$ cat src/rtl/pn_pkg.sv
package pn_pkg;

    localparam int MAX_LEN = 32;
    localparam int MIN_LEN = 3;
    localparam int LW      = $clog2(MAX_LEN + 1);

    typedef logic [MAX_LEN-1:0] word_t;
    typedef logic [LW-1:0]      len_t;

    typedef enum logic [1:0] {
        PH_LOAD   = 2'd0,
        PH_RUN    = 2'd1,
        PH_ESCAPE = 2'd2,
        PH_PAUSE  = 2'd3
    } phase_e;

    function automatic len_t clamp_len(input len_t raw);
        if (raw < len_t'(MIN_LEN))
            return len_t'(MIN_LEN);
        else if (raw > len_t'(MAX_LEN))
            return len_t'(MAX_LEN);
        else
            return raw;
    endfunction

    // Feedback taps per length, bit i set when stage i feeds the XOR.
    function automatic word_t tap_set(input len_t n);
        case (n)
            6'd3:  return 32'h0000_0006;
            6'd4:  return 32'h0000_000C;
            6'd5:  return 32'h0000_0014;
            6'd6:  return 32'h0000_0030;
            6'd7:  return 32'h0000_0060;
            6'd8:  return 32'h0000_00B8;
            6'd9:  return 32'h0000_0110;
            6'd10: return 32'h0000_0240;
            6'd11: return 32'h0000_0500;
            6'd12: return 32'h0000_0829;
            6'd13: return 32'h0000_100D;
            6'd14: return 32'h0000_2015;
            6'd15: return 32'h0000_6000;
            6'd16: return 32'h0000_D008;
            6'd17: return 32'h0001_2000;
            6'd18: return 32'h0002_0400;
            6'd19: return 32'h0004_0023;
            6'd20: return 32'h0009_0000;
            6'd21: return 32'h0014_0000;
            6'd22: return 32'h0030_0000;
            6'd23: return 32'h0042_0000;
            6'd24: return 32'h00E1_0000;
            6'd25: return 32'h0120_0000;
            6'd26: return 32'h0200_0023;
            6'd27: return 32'h0400_0013;
            6'd28: return 32'h0900_0000;
            6'd29: return 32'h1400_0000;
            6'd30: return 32'h2000_0029;
            6'd31: return 32'h4800_0000;
            6'd32: return 32'h8020_0003;
            default: return '0;
        endcase
    endfunction

endpackage

$ cat src/rtl/pn_tap_rom.sv
module pn_tap_rom
    import pn_pkg::*;
(
    input  len_t  len,
    output word_t taps,
    output word_t mask
);
    assign taps = tap_set(len);

    for (genvar g = 0; g < MAX_LEN; g++) begin : g_mask
        assign mask[g] = (len_t'(g) < len);
    end

endmodule

$ cat src/rtl/pn_ctrl.sv
module pn_ctrl
    import pn_pkg::*;
(
    input  logic   clk,
    input  logic   rst,
    input  logic   en,
    input  logic   seed_ld,
    input  len_t   len_sel,
    input  logic   illegal,
    output len_t   len_q,
    output len_t   len_nxt,
    output phase_e act,
    output logic   load_seed,
    output logic   step
);
    phase_e ph_q;
    logic   len_change;

    assign len_nxt    = clamp_len(len_sel);
    assign len_change = (len_nxt != len_q);

    // Next-action decision (the phase taken on the coming edge).
    always_comb begin
        if (seed_ld || len_change)
            act = PH_LOAD;
        else if (!en)
            act = PH_PAUSE;
        else if (illegal)
            act = PH_ESCAPE;
        else
            act = PH_RUN;
    end

    // Phase register.
    always_ff @(posedge clk) begin
        if (rst) begin
            ph_q  <= PH_LOAD;
            len_q <= len_nxt;
        end else begin
            ph_q  <= act;
            len_q <= len_nxt;
        end
    end

    // Output decode.
    always_comb begin
        load_seed = 1'b0;
        step      = 1'b0;
        unique case (act)
            PH_LOAD:   load_seed = seed_ld;
            PH_RUN:    step      = 1'b1;
            PH_ESCAPE: step      = 1'b1;
            PH_PAUSE:  step      = 1'b0;
        endcase
    end

    AST_LEN_IN_RANGE: assert property (@(posedge clk) disable iff (rst)
        (len_q >= len_t'(MIN_LEN)) && (len_q <= len_t'(MAX_LEN)));

    AST_PAUSE_FOLLOWS_EN: assert property (@(posedge clk) disable iff (rst)
        (ph_q == PH_PAUSE) |-> !$past(en));

endmodule

$ cat src/rtl/pn_shift.sv
module pn_shift
    import pn_pkg::*;
(
    input  logic   clk,
    input  logic   rst,
    input  logic   xnor_mode,
    input  phase_e act,
    input  logic   load_seed,
    input  word_t  seed,
    input  word_t  taps_n,
    input  word_t  mask_n,
    input  word_t  mask_q,
    output word_t  state_q,
    output word_t  state_d,
    output logic   illegal
);
    word_t ill_n, rec_n, cand, shifted;
    logic  fb;

    assign illegal = xnor_mode ? (state_q == mask_q) : (state_q == '0);
    assign ill_n   = xnor_mode ? mask_n : '0;
    assign rec_n   = xnor_mode ? '0 : mask_n;
    assign fb      = (^(state_q & taps_n)) ^ xnor_mode;
    assign shifted = ({state_q[MAX_LEN-2:0], 1'b0} | word_t'(fb)) & mask_n;
    assign cand    = load_seed ? (seed & mask_n) : rec_n;

    always_comb begin
        if (rst) begin
            state_d = rec_n;
        end else begin
            unique case (act)
                PH_LOAD:   state_d = (cand == ill_n) ? rec_n : cand;
                PH_RUN:    state_d = shifted;
                PH_ESCAPE: state_d = rec_n;
                PH_PAUSE:  state_d = state_q;
            endcase
        end
    end

    always_ff @(posedge clk) begin
        state_q <= state_d;
    end

    AST_HOLD_STABLE: assert property (@(posedge clk) disable iff (rst)
        (act == PH_PAUSE) |=> $stable(state_q));

    AST_ABOVE_LEN_ZERO: assert property (@(posedge clk) disable iff (rst)
        (state_q & ~mask_q) == '0);

    AST_XOR_ESCAPE: assert property (@(posedge clk) disable iff (rst)
        (act == PH_ESCAPE && !xnor_mode) |=> (state_q == mask_q));

    AST_XNOR_ESCAPE: assert property (@(posedge clk) disable iff (rst)
        (act == PH_ESCAPE && xnor_mode) |=> (state_q == '0));

    AST_SEED_TAKEN: assert property (@(posedge clk) disable iff (rst)
        (load_seed && ((seed & mask_n) != ill_n)) |=> (state_q == $past(seed & mask_n)));

endmodule

$ cat src/rtl/pn_period.sv
module pn_period
    import pn_pkg::*;
(
    input  logic  clk,
    input  logic  rst,
    input  logic  load,
    input  logic  step,
    input  word_t state_d,
    output logic  pulse
);
    word_t start_q;

    always_ff @(posedge clk) begin
        if (rst || load)
            start_q <= state_d;
        pulse <= !rst && step && (state_d == start_q);
    end

    AST_PULSE_AFTER_STEP: assert property (@(posedge clk) disable iff (rst)
        pulse |-> $past(step));

endmodule

$ cat src/rtl/pn_seq_gen.sv
module pn_seq_gen
    import pn_pkg::*;
(
    input  logic        clk,
    input  logic        rst,
    input  logic        en,
    input  logic [5:0]  len_sel,
    input  logic        seed_ld,
    input  logic [31:0] seed,
    input  logic        xnor_mode,
    output logic [31:0] state_q,
    output logic        pn_out,
    output logic        period_pulse
);
    len_t   len_q, len_nxt;
    phase_e act;
    logic   load_seed, step, illegal;
    word_t  taps_n, mask_n, taps_q, mask_q, state_d;

    pn_ctrl u_ctrl (
        .clk       (clk),
        .rst       (rst),
        .en        (en),
        .seed_ld   (seed_ld),
        .len_sel   (len_t'(len_sel)),
        .illegal   (illegal),
        .len_q     (len_q),
        .len_nxt   (len_nxt),
        .act       (act),
        .load_seed (load_seed),
        .step      (step)
    );

    pn_tap_rom u_rom_nxt (
        .len  (len_nxt),
        .taps (taps_n),
        .mask (mask_n)
    );

    pn_tap_rom u_rom_cur (
        .len  (len_q),
        .taps (taps_q),
        .mask (mask_q)
    );

    pn_shift u_shift (
        .clk       (clk),
        .rst       (rst),
        .xnor_mode (xnor_mode),
        .act       (act),
        .load_seed (load_seed),
        .seed      (seed),
        .taps_n    (taps_n),
        .mask_n    (mask_n),
        .mask_q    (mask_q),
        .state_q   (state_q),
        .state_d   (state_d),
        .illegal   (illegal)
    );

    pn_period u_period (
        .clk     (clk),
        .rst     (rst),
        .load    (act == PH_LOAD),
        .step    (step),
        .state_d (state_d),
        .pulse   (period_pulse)
    );

    assign pn_out = |(state_q & ~(mask_q >> 1) & mask_q);

    AST_TOP_TAP_PRESENT: assert property (@(posedge clk) disable iff (rst)
        (taps_q & (mask_q ^ (mask_q >> 1))) != '0);

    AST_NO_PULSE_IDLE: assert property (@(posedge clk) disable iff (rst)
        period_pulse |-> $past(en));

    AST_LEN_RELOAD: assert property (@(posedge clk) disable iff (rst)
        (!seed_ld && (len_nxt != len_q) && !xnor_mode) |=> (state_q == $past(mask_n)));

endmodule

$ cat config.mk
export PLATFORM = sky130hd
export DESIGN_NAME = pn_seq_gen
export DESIGN_NICKNAME = d
export VERILOG_FILES = /design/src/rtl/pn_pkg.sv /design/src/rtl/pn_tap_rom.sv /design/src/rtl/pn_ctrl.sv /design/src/rtl/pn_shift.sv /design/src/rtl/pn_period.sv /design/src/rtl/pn_seq_gen.sv
export SDC_FILE = /design/constraint.sdc
export NUM_CORES = 1
export LEC_CHECK = 0
export BUFFER_PORTS_ARGS = -buffer_cell sky130_fd_sc_hd__buf_4
export CORE_ASPECT_RATIO = 1.2
export CORE_UTILIZATION = 30
export DETAILED_ROUTE_END_ITERATION = 8
export GPL_TIMING_DRIVEN = 0
export SLEW_MARGIN = 15
export SYNTH_ARGS = -nofsm -noshare
export SYNTH_HDL_FRONTEND = slang
export SYNTH_SLANG_ARGS = --single-unit
$ cat constraint.sdc
create_clock -name clk -period 5.6 [get_ports clk]
set_input_delay 0.28 -clock clk [delete_from_list [all_inputs] [get_ports clk]]
set_output_delay 0.28 -clock clk [all_outputs]
set_load 0.02 [all_outputs]
# Word level (Yosys, flattened, before mapping)
# Memories as Yosys holds them, arrays and structs flattened.
# Index checks and enable logic that the tools add are counted.
# word_totals
regBits	71
mem_bits_ro	2048
input_bits	43
out_inout_bits	34
elab_cells	110
n_memories	1
# memory_table
name	depth	width	rd	rd_ports_with_merged_regs	write_ports	line_no	text
(name not given)	64	32	1	0	0	pn_pkg.sv:28	case (n)
# classes
magnitude_cmp	66
n_eq_ne	7
mux	14
bitwise_logic	8
n_reduce_logical	10
# ops
op	count
< comparator 5 x 6 -> 1 bit, first input constant	32
AND 32 bit	5
two-way mux 32 bit	5
case mux 32 bit (4 select lines)	1
== test 32 bit	3
< comparator 4 x 6 -> 1 bit, first input constant	16
< comparator 3 x 6 -> 1 bit, first input constant	8
logical NOT 32 bit	1
NOT 31 -> 32 bit	1
bitwise OR 32 x 1 -> 32 bit	1
OR reduction 32 bit	1
parity 32 bit	1
< comparator 1 x 6 -> 1 bit, first input constant	4
< comparator 2 x 6 -> 1 bit, first input constant	4
two-way mux 6 bit	2
greater-than comparator 6 bit, second input constant	1
< comparator 6 x 2 -> 1 bit, second input constant	1
two-way mux 2 bit	3
!= test 6 bit	1
== test 2 bit, second input constant	2
two-way mux 1 bit	3
== test 2 x 1 -> 1 bit, second input constant	1
logical AND 1 bit	2
logical NOT 2 bit	1
other kinds (4)	5

# Longest topological paths before layout
# depth
ltp_word	15
depth_mapped	29
ltp_nobuf	26

# By module
# From an unflattened synthesis, not the netlist that was laid out.
# unflattened
hier_cells	1022
hier_area_um2	8039.0
# by_module_without_submodules
mod	instances	cells_each	area_each_um2
pn_shift	1	538	4119.0
pn_period	1	78	1346.3
pn_tap_rom at u_rom_cur	1	158	983.4
pn_tap_rom at u_rom_nxt	1	151	860.8
pn_ctrl	1	46	412.9
pn_seq_gen	1	51	316.6

# Worst setup path after synthesis
# Ideal clock, no wire load.
# synth_path
kind	reg2reg
start	reg u_ctrl.len_q[5]
end	reg u_period.pulse
arrival_ns	5.244
required_ns	5.513
slack_ns	0.268
stages_incl_launch_ff	28
path_buffers	2
synth_period_minus_slack_ns	5.332
path_cell_list	dfxtp_1 or2_2 clkbuf_1 nor2_1 nand2_1 xor2_1 nor4_1 nand4_1 nor3_1 nand3_1 nand2_1 inv_1 a21o_1 inv_1 ha_1 nor2b_1 clkbuf_1 o22ai_1 a221oi_2 nor2_1 a2111oi_0 o41ai_1 or4_1 a2111oi_2 nand3_1 nor4_1 nand4_1 nor4b_2
# synth_via
elab_chain_cells	15
# synth_lines
element	line_no	text
start, declared	pn_ctrl.sv:10	output len_t len_q,
start signal, assigned	pn_ctrl.sv:38	len_q <= len_nxt;
start signal, assigned	pn_ctrl.sv:41	len_q <= len_nxt;
< comparator 1 x 6 -> 1 bit (tied with other cells)	pn_tap_rom.sv:11	assign mask[g] = (len_t'(g) < len);
== test 32 bit	pn_shift.sv:20	assign illegal = xnor_mode ? (state_q == mask_q) : (state_q == '0);
two-way mux 1 bit	pn_shift.sv:20	
two-way mux 2 bit	pn_ctrl.sv:28	else if (illegal)
two-way mux 2 bit	pn_ctrl.sv:26	else if (!en)
two-way mux 2 bit *	pn_ctrl.sv:24	if (seed_ld || len_change)
logical NOT 2 bit	pn_ctrl.sv:49, pn_shift.sv:31	
two-way mux 1 bit	pn_ctrl.sv:49	unique case (act)
two-way mux 32 bit	pn_shift.sv:25	assign cand = load_seed ? (seed & mask_n) : rec_n;
== test 32 bit	pn_shift.sv:32	PH_LOAD: state_d = (cand == ill_n) ? rec_n : cand;
two-way mux 32 bit	pn_shift.sv:32	
case mux 32 bit (4 select lines)	pn_shift.sv:31	unique case (act)
two-way mux 32 bit	pn_shift.sv:28	if (rst) begin
== test 32 bit	pn_period.sv:16	pulse <= !rst && step && (state_d == start_q);
logical AND 1 bit *	pn_period.sv:16	
end signal, assigned	pn_period.sv:16	
end, declared	pn_period.sv:9	output logic pulse
# Every way passes the cells marked *; elsewhere a longest branch is shown, timed or not.
# A chain may end at the register's enable or synchronous reset.

# Final worst setup path
# layout_path
start	reg u_ctrl.len_q[1]
end	reg u_period.pulse
# layout_via
elab_chain_cells	15
# layout_lines
element	line_no	text
< comparator 1 x 6 -> 1 bit (tied with other cells)	pn_tap_rom.sv:11	
== test 32 bit	pn_shift.sv:20	
two-way mux 1 bit	pn_shift.sv:20	
two-way mux 2 bit	pn_ctrl.sv:28	
two-way mux 2 bit	pn_ctrl.sv:26	
two-way mux 2 bit *	pn_ctrl.sv:24	
logical NOT 2 bit	pn_ctrl.sv:49, pn_shift.sv:31	
two-way mux 1 bit	pn_ctrl.sv:49	
two-way mux 32 bit	pn_shift.sv:25	
== test 32 bit	pn_shift.sv:32	
two-way mux 32 bit	pn_shift.sv:32	
case mux 32 bit (4 select lines) *	pn_shift.sv:31	
two-way mux 32 bit *	pn_shift.sv:28	
via state_d[4]	pn_seq_gen.sv:18	word_t taps_n, mask_n, taps_q, mask_q, state_d;
== test 32 bit *	pn_period.sv:16	
logical AND 1 bit *	pn_period.sv:16	
# Mark *: on every way through the listed nets, which the timed path passes. The rest lies on a longest branch.

==> results.toml <==
[detailed_routing]
via_per_inst = 6.65
drt-initial-drc-count = 1171
drtAntennaViolNets = 0
wl_per_cell_microns = 31.2
drc = 0
drt_wl_total_microns = 49200
vias = 10500
dr.pass1.iters = 7

[synthesis]
avgSynthCellArea_sq_um = 7.20
syn_nets = 1170
seq_area_frac_synth_pct = 21.7
ys_seq_elements = 71
synth_edf_count = 32
synth_area_sq_um = 8040
synth-main-ff-cell = "dfxtp_1"
netlist-cell-type-count = 97
synthCells = 1117
synthArstFlopShare_pct = 0
synth_warnings = 0

[layout]
syn2layout_area_growth_pct = 26.8
layout.nets = 1288
fin_util_pct = 38.7
final_cells = 1575
fill_cells = 2865
antenna_cells = 0
multiInputGateArea_sq_um = 6090
layout-drive-gt1-share_pct = 24.4
regArea_sq_um = 1760

[critical_path]
critPathLaunchType = "flip-flop"
rr_worst_depth = 24
cp.required_ns = 5.87
crit_path_start = "u_ctrl.len_q[1]"
r2r-start = "u_ctrl.len_q[1]"
cp.arrival_ns = 6.27
critPathCaptureType = "flip-flop"
cp_max_fo = 8
critical_path_class = "reg -> reg"

[pwr]
p_leak_uw = 0.00386
ir_drop_uv = 244
powerDensity_nw_per_um2 = 218

[place]
place.gp.congestion = 1.04
place_inst = 1525
port-buffer-count = 73
dpl.hpwl_microns = 36300
place_ws_ns = -1.82

[sta]
clock_skew_ns = 0.00833
finalHoldViolCount = 0
tightest_slew_ns = 1.29
rsz0062_at_grt = "yes"
setup_ws_ns = -0.401
slew_headroom_pct = 14.1
finalMaxSlewViolations = 0
setup_viol = 1
tns_ns = -0.401
max_freq_mhz = 167
period_share_pct = 107
min_period_ns = 6.00

[clock_network]
cts_inserted_buffers = 9
htreeDepth = 3
cts_root_buf = "clkbuf_16"
ctsLongestPathBuffers = 2
cts_tree = "done"
clock-sinks = 71
clkLatencyLatePin_ns = 0.36
path_clk_slew_ns = 0.07

[floorplanning]
die_h_microns = 181
ios = 77
core-area_sq_um = 26400
die_area_sq_um = 27500
fp-row-count = 65
start_util_pct = 30.5
die_width_microns = 151

[worst_hold_path]
hold_class = "in -> reg"
hold_path_depth = 3
hold_path_startpoint = "seed[5]"

[status]
status = "finished, violations left"
violations = "setup timing"

[global_routing]
grt_max_degree = 33
grt_usage_pct = 35.9
antenna_found_initial = 0
grt_pass1_wl_microns = 69600
grt_remaining_overflow = 0
grt_pass1_vias = 9949

[run]
max-cap-violations = 0
-- worst max-delay path: stages (launching register included) --
cell and delay, ns:
dfxtp_4 0.37, or2_4 0.26, a21oi_2 0.15, a31oi_1 0.06, o32a_1 0.35, nor4_2 0.31
nand4_1 0.18, nor3_1 0.17, nand3_1 0.13, nand2_1 0.14, inv_1 0.06, a21o_4 0.25
ha_4 0.21, buf_12 0.14, and3_4 0.20, a222oi_1 0.42, a31o_1 0.29, and4_4 0.31
nand2_1 0.24, mux2i_1 0.49, xnor2_1 0.18, nand4_1 0.18, nor4_4 0.27, nand4_1 0.22
nor4b_2 0.32
-- state kept, by name, indices dropped and copies added, names as in the netlist --
name              count
u_ctrl.len_q          6
u_period.pulse        1
u_period.start_q     32
u_shift.state_q      32
-- repair_timing --
| action | 4_1_cts | 5_1_grt |
|---|---|---|
| endpoints found under the hold margin | 0 | 0 |
| hold buffers | 0 | 0 |
| buffers inserted | 18 | 20 |
| setup endpoints to repair | 64 | 3 |
| pin swaps | 36 | 28 |
| cloned | 1 | 0 |
| gates resized for setup | 129 | 28 |
-- cell families after synthesis --
| logic type | synth area share, % |
|---|---|
| muxes | 2.79 |
| adders and majority gates | 1.56 |
| AOI/OAI and AO/OA | 37.3 |
| and+or+nand+nor | 23.7 |
| DFF | 21.7 |
| buffers and inverters | 7.75 |
| xor gates and xnor gates | 5.15 |
-- where the power goes --
| part | switching [uW] | internal, uW |
|---|---|---|
| logic | 574 | 313 |
| clock network | 253 | 397 |
| registers | 86.6 | 603 |
| total | 914 | 1310 |
-- per-stage QoR --
stage | area (sq um) | power [uW] | hold slack [ns]
3_3_place_gp | 9010 | 1470 | 0.601
3_5_place_dp | 9010 | 1470 | 0.624
4_1_cts | 9920 | 2170 | 0.365
6_report | 10200 | 2230 | 0.370
2_1_floorplan | 8040 | 1120 | 0.486
5_1_grt | 10200 | 2290 | 0.420
-- area by class of cell --
cell class | instances | share of cell area [%]
Inverter | 34 | 1.25
Multi-Input combinational cell | 908 | 59.8
Sequential cell | 71 | 17.2
Timing Repair Buffer | 112 | 8.56
Clock inverter | 7 | 1.01
Clock buffer | 9 | 2.21
Buffer | 99 | 5.83
Tap cell | 335 | 4.11
-- per-layer routing --
| metal | vias up | global-route usage (%) | part of all wire, % | wire [microns] |
|---|---|---|---|---|
| li1 | 4472 | - | - | - |
| met1 | 4974 | 42.5 | 37 | 18100 |
| met2 | 777 | 55.1 | 44 | 21600 |
| met3 | 250 | 8.56 | 9.9 | 4860 |
| met4 | 0 | 27.8 | 9.4 | 4600 |
| met5 | - | 0 | 0 | 0 |
-- cells in the mapped netlist, types with 5 or more instances --
| library cell | instances | share of area, % |
|---|---|---|
| a21oi_1 | 127 | 7.9 |
| nand2_1 | 121 | 5.6 |
| o21ai_0 | 89 | 5.5 |
| nor2_1 | 87 | 4.1 |
| clkbuf_1 | 61 | 2.8 |
| dfxtp_1 | 39 | 9.7 |
| inv_1 | 33 | 1.5 |
| edfxtp_1 | 32 | 12 |
| nand3_1 | 29 | 1.8 |
| nor3_1 | 27 | 1.7 |
| a31oi_1 | 26 | 2.0 |
| xnor2_1 | 22 | 2.4 |
| xor2_1 | 20 | 2.2 |
| nor2b_1 | 18 | 1.4 |
| o211ai_1 | 16 | 1.5 |
| buf_2 | 15 | 0.93 |
| nand4_1 | 15 | 1.2 |
| nor4_1 | 15 | 1.2 |
| o221ai_1 | 14 | 1.5 |
| buf_1 | 13 | 0.61 |
| a21o_1 | 12 | 1.1 |
| a22oi_1 | 12 | 1.1 |
| a221oi_1 | 11 | 1.2 |
| and3_1 | 11 | 0.86 |
| o22ai_1 | 11 | 0.86 |
| or2_2 | 11 | 0.86 |
| ha_1 | 10 | 1.6 |
| mux2i_1 | 10 | 1.2 |
| nand2b_1 | 10 | 0.78 |
| a211oi_1 | 9 | 0.84 |
| a32oi_1 | 9 | 0.98 |
| and2_1 | 9 | 0.70 |
| mux2_2 | 9 | 1.3 |
| nand3b_1 | 9 | 0.84 |
| o31ai_1 | 9 | 0.84 |
| buf_6 | 8 | 1.1 |
| buf_4 | 7 | 0.65 |
| or4_1 | 7 | 0.65 |
| a311oi_1 | 6 | 0.65 |
| a2111oi_0 | 5 | 0.54 |
| a211o_1 | 5 | 0.54 |
| o2111ai_1 | 5 | 0.54 |
-- worst paths after layout --
kind / end / slack, ns
worst max-delay path: u_period.pulse / -0.40
worst min-delay path: u_shift.state_q[5] / 0.37
worst max register to register: u_period.pulse / -0.40
worst min register to register: u_period.pulse / 0.63
-- placed cells by master (no fill, tap or decap), types with 11 or more instances in the layout --
master    instances
xor2_1           20
a22oi_1          12
nand4_1          15
nor4_1           12
o211ai_1         16
clkbuf_1         29
edfxtp_1         32
buf_2            19
o21ai_1          11
inv_1            31
a31oi_1          22
nor2_1           84
nand2_1         119
o221ai_1         12
a21oi_1         117
clkbuf_2         19
nor3_1           26
xnor2_1          21
o21ai_0          81
dfxtp_1          33
a21oi_2          12
nor2b_1          17
buf_4           117
nand3_1          27
Power figures use the tool's default switching activity.
